===== config.mk =====
export PLATFORM = sky130hd
export DESIGN_NAME = ipi_mailbox
export DESIGN_NICKNAME = d
export VERILOG_FILES = /design/src/rtl/ipi_pkg.sv /design/src/rtl/ipi_cmd_decode.sv /design/src/rtl/ipi_slot.sv /design/src/rtl/ipi_read_port.sv /design/src/rtl/ipi_mailbox.sv
export SDC_FILE = /design/constraint.sdc
export NUM_CORES = 1
export LEC_CHECK = 0
export ABC_AREA = 1
export BUFFER_PORTS_ARGS = -buffer_cell sky130_fd_sc_hd__buf_2
export CORE_UTILIZATION = 39
export DETAILED_ROUTE_END_ITERATION = 10
export MAX_ROUTING_LAYER = met4
export PLACE_DENSITY_LB_ADDON = 0.3
export SYNTH_ARGS = -nofsm -noshare
export SYNTH_HDL_FRONTEND = slang
export SYNTH_HIERARCHICAL = 1
export SYNTH_SLANG_ARGS = --single-unit

===== constraint.sdc =====
create_clock -name clk -period 2.1 [get_ports clk]
set_input_delay 0.42 -clock clk [delete_from_list [all_inputs] [get_ports clk]]
set_output_delay 0.42 -clock clk [all_outputs]
set_load 0.05 [all_outputs]

===== src/rtl/ipi_pkg.sv =====
package ipi_pkg;
  localparam int CMD_ACK_BIT = 31;
  localparam int CMD_SEND_BIT = 30;
  localparam int DST_HI = 29;
  localparam int DST_LO = 16;
  localparam int IDX_FIELD_W = DST_HI - DST_LO + 1;
  localparam int PAYLOAD_W = 16;
  localparam int WORD_W = 32;

  typedef struct packed {
    logic                   rsvd;
    logic                   pend;
    logic [IDX_FIELD_W-1:0] src;
    logic [PAYLOAD_W-1:0]   payload;
  } stat_word_t;
endpackage


===== src/rtl/ipi_cmd_decode.sv =====
module ipi_cmd_decode
  import ipi_pkg::*;
#(
  parameter int NUM_CORES = 4,
  parameter int SRC_W = 2,
  parameter int ADDR_W = 3
) (
  input  logic                 clk,
  input  logic                 rst_n,
  input  logic                 wr_en,
  input  logic [ADDR_W-1:0]    addr,
  input  logic [WORD_W-1:0]    wdata,
  output logic [NUM_CORES-1:0] ack_vec,
  output logic [NUM_CORES-1:0] dlv_vec,
  output logic [SRC_W-1:0]     writer_idx,
  output logic [PAYLOAD_W-1:0] payload
);
  logic                   is_cmd;
  logic                   dst_ok;
  logic                   accept;
  logic [IDX_FIELD_W-1:0] dst;

  assign writer_idx = addr[ADDR_W-1:1];
  assign dst        = wdata[DST_HI:DST_LO];
  assign payload    = wdata[PAYLOAD_W-1:0];
  assign is_cmd     = wr_en && !addr[0] && (32'(writer_idx) < NUM_CORES);
  assign dst_ok     = 32'(dst) < NUM_CORES;
  // a send to a nonexistent core voids the whole word
  assign accept     = is_cmd && !(wdata[CMD_SEND_BIT] && !dst_ok);

  always_comb begin
    for (int i = 0; i < NUM_CORES; i++) begin
      ack_vec[i] = accept && wdata[CMD_ACK_BIT] && (32'(writer_idx) == i);
      dlv_vec[i] = accept && wdata[CMD_SEND_BIT] && (32'(dst) == i);
    end
  end

  // a bad destination leaves every slot untouched
  a_r9_bad_dst_void: assert property (@(posedge clk) disable iff (!rst_n)
    (wr_en && !addr[0] && wdata[CMD_SEND_BIT] && (32'(wdata[DST_HI:DST_LO]) >= NUM_CORES))
    |-> (ack_vec == '0 && dlv_vec == '0));
  // status-word writes produce no command
  a_r10_stat_wr_void: assert property (@(posedge clk) disable iff (!rst_n)
    (addr[0] || !wr_en) |-> (ack_vec == '0 && dlv_vec == '0));
  // only the writer can be acknowledged
  a_r6_ack_single: assert property (@(posedge clk) disable iff (!rst_n)
    $onehot0(ack_vec));
  // one destination per write
  a_r4_dlv_single: assert property (@(posedge clk) disable iff (!rst_n)
    $onehot0(dlv_vec));
endmodule


===== src/rtl/ipi_slot.sv =====
module ipi_slot
  import ipi_pkg::*;
#(
  parameter int SRC_W = 2
) (
  input  logic                 clk,
  input  logic                 rst_n,
  input  logic                 dlv,
  input  logic                 ack,
  input  logic [SRC_W-1:0]     src_in,
  input  logic [PAYLOAD_W-1:0] data_in,
  output logic                 pend_q,
  output logic [SRC_W-1:0]     src_q,
  output logic [PAYLOAD_W-1:0] data_q
);
  always_ff @(posedge clk) begin
    if (!rst_n) begin
      pend_q <= 1'b0;
      src_q  <= '0;
      data_q <= '0;
    end else if (dlv) begin
      // acknowledge is applied first, so delivery wins the flag
      pend_q <= 1'b1;
      src_q  <= src_in;
      data_q <= data_in;
    end else if (ack) begin
      pend_q <= 1'b0;
    end
  end

  a_r4_deliver: assert property (@(posedge clk) disable iff (!rst_n)
    dlv |=> (pend_q && src_q == $past(src_in) && data_q == $past(data_in)));
  a_r6_ack_clear: assert property (@(posedge clk) disable iff (!rst_n)
    (ack && !dlv) |=> !pend_q);
  a_r7_ack_then_send: assert property (@(posedge clk) disable iff (!rst_n)
    (ack && dlv) |=> pend_q);
  a_r5_level_hold: assert property (@(posedge clk) disable iff (!rst_n)
    (pend_q && !ack) |=> pend_q);
  a_r5_no_spurious: assert property (@(posedge clk) disable iff (!rst_n)
    (!pend_q && !dlv) |=> !pend_q);
  a_r6_fields_kept: assert property (@(posedge clk) disable iff (!rst_n)
    !dlv |=> ($stable(src_q) && $stable(data_q)));
endmodule


===== src/rtl/ipi_read_port.sv =====
module ipi_read_port
  import ipi_pkg::*;
#(
  parameter int NUM_CORES = 4,
  parameter int SRC_W = 2,
  parameter int ADDR_W = 3
) (
  input  logic                 clk,
  input  logic                 rst_n,
  input  logic                 rd_en,
  input  logic [ADDR_W-1:0]    addr,
  input  logic [NUM_CORES-1:0] pend_vec,
  input  logic [SRC_W-1:0]     src_arr  [NUM_CORES],
  input  logic [PAYLOAD_W-1:0] data_arr [NUM_CORES],
  output logic [WORD_W-1:0]    rdata
);
  logic [SRC_W-1:0] sel;
  logic             stat_hit;
  stat_word_t       word_d;

  assign sel      = addr[ADDR_W-1:1];
  assign stat_hit = rd_en && addr[0] && (32'(sel) < NUM_CORES);

  always_comb begin
    word_d = '0;
    if (stat_hit) begin
      word_d.pend    = pend_vec[sel];
      word_d.src     = IDX_FIELD_W'(src_arr[sel]);
      word_d.payload = data_arr[sel];
    end
  end

  always_ff @(posedge clk) begin
    if (!rst_n) rdata <= '0;
    else        rdata <= word_d;
  end

  a_r3_rsvd_zero: assert property (@(posedge clk) disable iff (!rst_n)
    !rdata[WORD_W-1]);
  a_r3_idle_zero: assert property (@(posedge clk) disable iff (!rst_n)
    !rd_en |=> (rdata == '0));
  a_r10_cmd_read_zero: assert property (@(posedge clk) disable iff (!rst_n)
    (rd_en && !addr[0]) |=> (rdata == '0));
endmodule


===== src/rtl/ipi_mailbox.sv =====
module ipi_mailbox
  import ipi_pkg::*;
#(
  parameter int NUM_CORES = 4,
  localparam int SRC_W = (NUM_CORES > 1) ? $clog2(NUM_CORES) : 1,
  localparam int ADDR_W = SRC_W + 1
) (
  input  logic                 clk,
  input  logic                 rst_n,
  input  logic                 bus_wr,
  input  logic                 bus_rd,
  input  logic [ADDR_W-1:0]    bus_addr,
  input  logic [WORD_W-1:0]    bus_wdata,
  output logic [WORD_W-1:0]    bus_rdata,
  output logic [NUM_CORES-1:0] irq_o
);
  logic [NUM_CORES-1:0] ack_vec;
  logic [NUM_CORES-1:0] dlv_vec;
  logic [NUM_CORES-1:0] pend_vec;
  logic [SRC_W-1:0]     writer_idx;
  logic [PAYLOAD_W-1:0] payload;
  logic [SRC_W-1:0]     src_arr  [NUM_CORES];
  logic [PAYLOAD_W-1:0] data_arr [NUM_CORES];

  ipi_cmd_decode #(
    .NUM_CORES(NUM_CORES), .SRC_W(SRC_W), .ADDR_W(ADDR_W)
  ) dec_i (
    .clk(clk), .rst_n(rst_n), .wr_en(bus_wr), .addr(bus_addr),
    .wdata(bus_wdata), .ack_vec(ack_vec), .dlv_vec(dlv_vec),
    .writer_idx(writer_idx), .payload(payload)
  );

  for (genvar g = 0; g < NUM_CORES; g++) begin : g_slot
    ipi_slot #(.SRC_W(SRC_W)) slot_i (
      .clk(clk), .rst_n(rst_n), .dlv(dlv_vec[g]), .ack(ack_vec[g]),
      .src_in(writer_idx), .data_in(payload), .pend_q(pend_vec[g]),
      .src_q(src_arr[g]), .data_q(data_arr[g])
    );
  end

  ipi_read_port #(
    .NUM_CORES(NUM_CORES), .SRC_W(SRC_W), .ADDR_W(ADDR_W)
  ) rdp_i (
    .clk(clk), .rst_n(rst_n), .rd_en(bus_rd), .addr(bus_addr),
    .pend_vec(pend_vec), .src_arr(src_arr), .data_arr(data_arr),
    .rdata(bus_rdata)
  );

  assign irq_o = pend_vec;

  // first cycle out of reset has every line low
  a_r1_reset_quiet: assert property (@(posedge clk)
    !rst_n |=> (irq_o == '0));
endmodule


# [Yosys cells after proc, flatten, opt, wreduce, memory -nomap -nowiden]
# Cells that the tools add are included.
[op_classes] add_sub_neg=0 multipliers=0 div=0 order_cmp=3 n_eq_ne=6 n_shift=0 mux=16 bitwise=1 n_reduce_logical=24
[op_table] cell="binary-select mux 16 bit (select 2 bit)" count=1
[op_table] cell="2-to-1 mux 16 bit" count=2
[op_table] cell="equality test 14 x 2 -> 1 bit, second input constant" count=2
[op_table] cell="equality test 14 x 1 -> 1 bit, second input constant" count=1
[op_table] cell="logical AND 1 bit" count=14
[op_table] cell="logical NOT 14 bit" count=1
[op_table] cell="less-than comparator 14 x 3 -> 1 bit, second input constant" count=1
[op_table] cell="2-to-1 mux 1 bit" count=9
[op_table] cell="nonzero test 2 bit" count=4
[op_table] cell="binary-select mux 2 bit (select 2 bit)" count=1
[op_table] cell="equality test 2 bit, second input constant" count=2
[op_table] cell="2-to-1 mux 2 bit" count=2
[op_table] cell=">= comparator 3 bit, second input constant" count=1
[op_table] cell="logical NOT 1 bit" count=3
[op_table] cell="less-than comparator 2 x 3 -> 1 bit, second input constant" count=1
[op_table] cell="NOT 2 -> 3 bit" count=1
[op_table] cell="binary-select mux 1 bit (select 2 bit)" count=1
[op_table] cell="equality test 2 x 1 -> 1 bit, second input constant" count=1
[op_table] cell="logical NOT 2 bit" count=1
[op_table] cell="AND reduction 2 bit" count=1
[word_totals] ff_bits=108 latchBits=0 mem_bits_rw=0 mem_bits_ro=0 wordCells=65 n_memories=0

# [Longest topological paths before layout]
[depth] word_depth=9 ltp_mapped=12

# [Hierarchy]
# The synthesis kept the hierarchy.
[modules_own_cells] mod="ipi_slot" instances=4 cells_each=82 area_each_um2=713.2 seq_area_each_um2=380.4
[modules_own_cells] mod="ipi_read_port" instances=1 cells_each=257 area_each_um2=1425.1 seq_area_each_um2=380.4
[modules_own_cells] mod="ipi_cmd_decode" instances=1 cells_each=56 area_each_um2=294.0 seq_area_each_um2=0.0

# [Worst setup path before layout]
# Ideal clock, no wire load.
[synth_path] kind="input-to-reg" start="input bus_wdata[26]" end="register g_slot[1].slot_i.data_q[10]" setup_time_ns=0.113 arrival_ns=1.451 slack_ns=0.536 stages=12 path_buffers=2 path_cell_list="nor2_1 -> nand2_1 -> nor2_2 -> nand2_2 -> nor2_1 -> nand2_1 -> nor2_1 -> buf_6 -> inv_8 -> buf_12 -> nor2_2 -> nor2_1"
[synth_via] elab_chain_cells=7
[synth_rtl] item="start, declared" line="ipi_mailbox.sv:13" text="input logic [WORD_W-1:0] bus_wdata,"
[synth_rtl] item="less-than comparator 14 x 3 -> 1 bit" line="ipi_cmd_decode.sv:27" text="assign dst_ok = 32'(dst) < NUM_CORES;"
[synth_rtl] item="logical NOT 1 bit" line="ipi_cmd_decode.sv:29" text="assign accept = is_cmd && !(wdata[CMD_SEND_BIT] && !dst_ok);"
[synth_rtl] item="logical AND 1 bit" line="ipi_cmd_decode.sv:29"
[synth_rtl] item="logical NOT 1 bit" line="ipi_cmd_decode.sv:29"
[synth_rtl] item="logical AND 1 bit" line="ipi_cmd_decode.sv:29"
[synth_rtl] item="logical AND 1 bit" line="ipi_cmd_decode.sv:34" text="dlv_vec[i] = accept && wdata[CMD_SEND_BIT] && (32'(dst) == i);"
[synth_rtl] item="logical AND 1 bit *" line="ipi_cmd_decode.sv:34"
[synth_rtl] item="named net dlv_vec[1]" line="ipi_mailbox.sv:18" text="logic [NUM_CORES-1:0] dlv_vec;"
[synth_rtl] item="end signal, assigned" line="ipi_slot.sv:25" text="data_q <= data_in;"
[synth_rtl] item="end, declared" line="ipi_slot.sv:14" text="output logic [PAYLOAD_W-1:0] data_q"
# Mark *: on every way through the listed nets, which the timed path passes. The rest lies on a longest branch.
# A chain may end at the register's enable or synchronous reset.

# [Final worst setup path]
[layout_path] start="input bus_addr[1]" end="register rdp_i.rdata[14]"
[layout_via] elab_chain_cells=4
[layout_rtl] item="start, declared" line="ipi_mailbox.sv:12" text="input logic [ADDR_W-1:0] bus_addr,"
[layout_rtl] item="NOT 2 -> 3 bit (implied by the code)" line="ipi_read_port.sv:29" text="word_d.payload = data_arr[sel];"
[layout_rtl] item="binary-select mux 16 bit (select 2 bit)" line="ipi_read_port.sv:29"
[layout_rtl] item="2-to-1 mux 16 bit (implied by the code) (2 in a row)" line="ipi_read_port.sv:29"
[layout_rtl] item="end signal, assigned" line="ipi_read_port.sv:35" text="else rdata <= word_d;"
[layout_rtl] item="end, declared" line="ipi_read_port.sv:15" text="output logic [WORD_W-1:0] rdata"
# Every way passes these cells. The select of a mux whose other input is x is not followed.

==> metrics.txt <==
unrepaired setup endpoints after global routing=false; IO buf count=61; R2R setup slack=1.27 ns; max cap viols=0; Distinct cells, synth=23; Fillers=1170; Critical Path Source Type=primary input; final net count=713; Reg-to-Reg Start=g_slot[3].slot_i/data_q[14]$_SDFFE_PN0P_; post-layout min period=1.492 ns; die height=110.3 µm; Tcrit/Tclk final=71.03%; post_cts resized=0; Overflow after GRT=0; core area=11420 µm²; GRT Total Usage=19.72%; Routed WL per cell=13.05 µm; XOR/XNOR share of the synthesized area=0%; outcome=finished, final reports clean; pin count of the biggest net entering global routing=77; Final Hold Fails=0; hpwl dp=6.602 mm; initial antenna violation count=0; Post-DRT Antenna Nets=0; Worst-path clk slew=0.07 ns; vias in the first global route=3551; Max-slew headroom=51.02%; synthesized flop and latch total=95; simple-gate share of the synthesized area=27.70%; htree depth=3; CP max FO=38; Crit. End Element=register; vias=3869; GPL Wtd Cong=0.7648; largest family of logic cells by synthesized area=simple AND/OR/NAND/NOR gates; Synth Instances=641; area delta synth->final=8.867%; DP Worst Slack=0.2534 ns; Worst Max-Slew Pin Slew=0.7336 ns; fmax=670.4 MHz; worst endpoint data arrival time=1.74 ns; Hold Path Class=in2reg; final wirelength=10.73 mm; Ports=75; Max VDD drop=0.3292 mV; Avg Cell Area, Syn=7.132 µm²; Synth Area in Adders=0%; R2R depth=4; TritonCTS clock tree=yes; worst-case clock buffer depth=2; worst setup path endpoint=rdp_i/rdata[14]$_SDFF_PN0_; fraction of layout cells with a size suffix above 1=22.24%; clk_lat worst skew=0.35 ns; clk root buf=clkbuf_16; Final Max Tran Viols=0; Chip Width=110.3 µm; CP startpoint=bus_addr[1]; Worst Clk Skew=0.007308 ns; drt first-iter violations=247; Ys Warns=6; first-pass GRT wire length=17.62 mm; CTS Buf Count=9; Final Setup Violations=0; diode count=0; mapped cell area=4572 µm²; CP required=2.35 ns; Compound-Gate Fraction of Synth Area=10.73%; power per cell area=740.8 nW/µm²; DRC=0; initial core utilization=40.04%; critical path class=in2reg; P_leak=2.279 nW; # clock sinks=95; die area=12160 µm²; # hold bufs at CTS=0; post-CTS setup buffer count=0; Hold Crit Start=bus_wdata[2]; setup TNS=0 ns; mux cell area share after synthesis=0%; sequential cell area fraction in the yosys report=41.60%; via/cell ratio=4.707; FF-to-FF End=rdp_i/rdata[14]$_SDFF_PN0_; row cnt=39; final worst setup slack=0.6083 ns; DR pass1 iterations=4
cells in the final DEF, fill, tap and decap left out, drive strengths merged:
cell    instances
nand3          40
and2            1
nor2          162
conb           13
nand2          92
buf            69
a21oi          23
dfxtp          95
clkinv         33
clkbuf          9
inv            69
o21ai          72
nand4           1
final cells by class:
| cell class | instances | area, µm² | area share, % |
|---|---|---|---|
| flip-flops and latches | 95 | 1902 | 38.21 |
| multi-input cells | 404 | 1805 | 36.27 |
| clock inverters | 7 | 63.81 | 1.282 |
| well taps | 143 | 178.9 | 3.595 |
| clock buffers | 9 | 225.2 | 4.525 |
| inverters | 95 | 386.6 | 7.768 |
| repair buffers | 69 | 415.4 | 8.346 |
power breakdown:
group / switching [mW] / internal, mW
Clock: 0.763 / 0.831
Sequential: 0.00143 / 1.81
Combinational: 0.217 / 0.0693
Total: 0.981 / 2.71
state kept, by name, summed over array words and instances, names as in the netlist:
name / count
g_slot.slot_i/src_q: 8
g_slot.slot_i/pend_q: 4
rdp_i/rdata: 19
g_slot.slot_i/data_q: 64
through the flow:
step	area (µm²)	hold WS (ns)	utilization [%]	cells	total power [mW]
2_1_floorplan	4617	0.4528	-	653	2.097
3_3_place_gp	4688	0.4649	41.06	806	2.135
3_5_place_dp	4688	0.4740	41.06	806	2.136
4_1_cts	4977	0.3517	43.59	822	3.721
5_1_grt	4977	0.3523	43.59	822	3.832
6_report	4977	0.3525	43.59	822	3.687
Yosys cell counts:
library cell / n / area share [%]
a21oi_1: 19 / 2.1
a21oi_2: 4 / 0.77
and2_1: 1 / 0.14
buf_12: 4 / 1.8
buf_2: 6 / 0.66
buf_4: 35 / 5.7
buf_6: 13 / 3.2
clkbuf_1: 1 / 0.082
clkinv_1: 30 / 2.5
conb_1: 1 / 0.082
dfxtp_1: 95 / 42
inv_1: 42 / 3.4
inv_2: 19 / 1.6
inv_8: 4 / 0.99
nand2_1: 91 / 7.5
nand2_2: 1 / 0.14
nand3_1: 39 / 4.3
nand3_2: 1 / 0.22
nand4_1: 1 / 0.14
nor2_1: 125 / 10
nor2_2: 37 / 5.1
o21ai_0: 32 / 3.5
o21ai_1: 40 / 4.4
routing by layer:
layer	vias up	global-route usage (%)	share of wire [%]	routed length, µm
met1	1758	25.52	47	5032
met5	-	-	0	0
met4	0	6.297	1.3	136
met2	114	30.97	46	4896
li1	1985	-	-	-
met3	12	3.880	6.2	665
worst min path at each step:
stage / endpoint / slack (ns) / depth (start not counted)
2_1_floorplan: g_slot[0].slot_i/data_q[10]$_SDFFE_PN0P_ / 0.45 / 2
3_3_place_gp: g_slot[0].slot_i/data_q[5]$_SDFFE_PN0P_ / 0.46 / 2
3_5_place_dp: g_slot[0].slot_i/data_q[9]$_SDFFE_PN0P_ / 0.47 / 2
4_1_cts: g_slot[0].slot_i/data_q[15]$_SDFFE_PN0P_ / 0.35 / 3
5_1_grt: g_slot[1].slot_i/data_q[1]$_SDFFE_PN0P_ / 0.35 / 3
6_report: g_slot[0].slot_i/data_q[2]$_SDFFE_PN0P_ / 0.35 / 3
worst max-delay path, stage by stage:
cell     delay [ns]
buf_2          0.38
inv_2          0.43
nand2_1        0.18
nand3_1        0.08
a21oi_1        0.23
cells by family after synthesis:
logic type      count (synthesis)
compound gates                 95
flops                          95
other cells                     1
simple gates                  296
buf+inv                       154
Power figures use the tool's default switching activity.
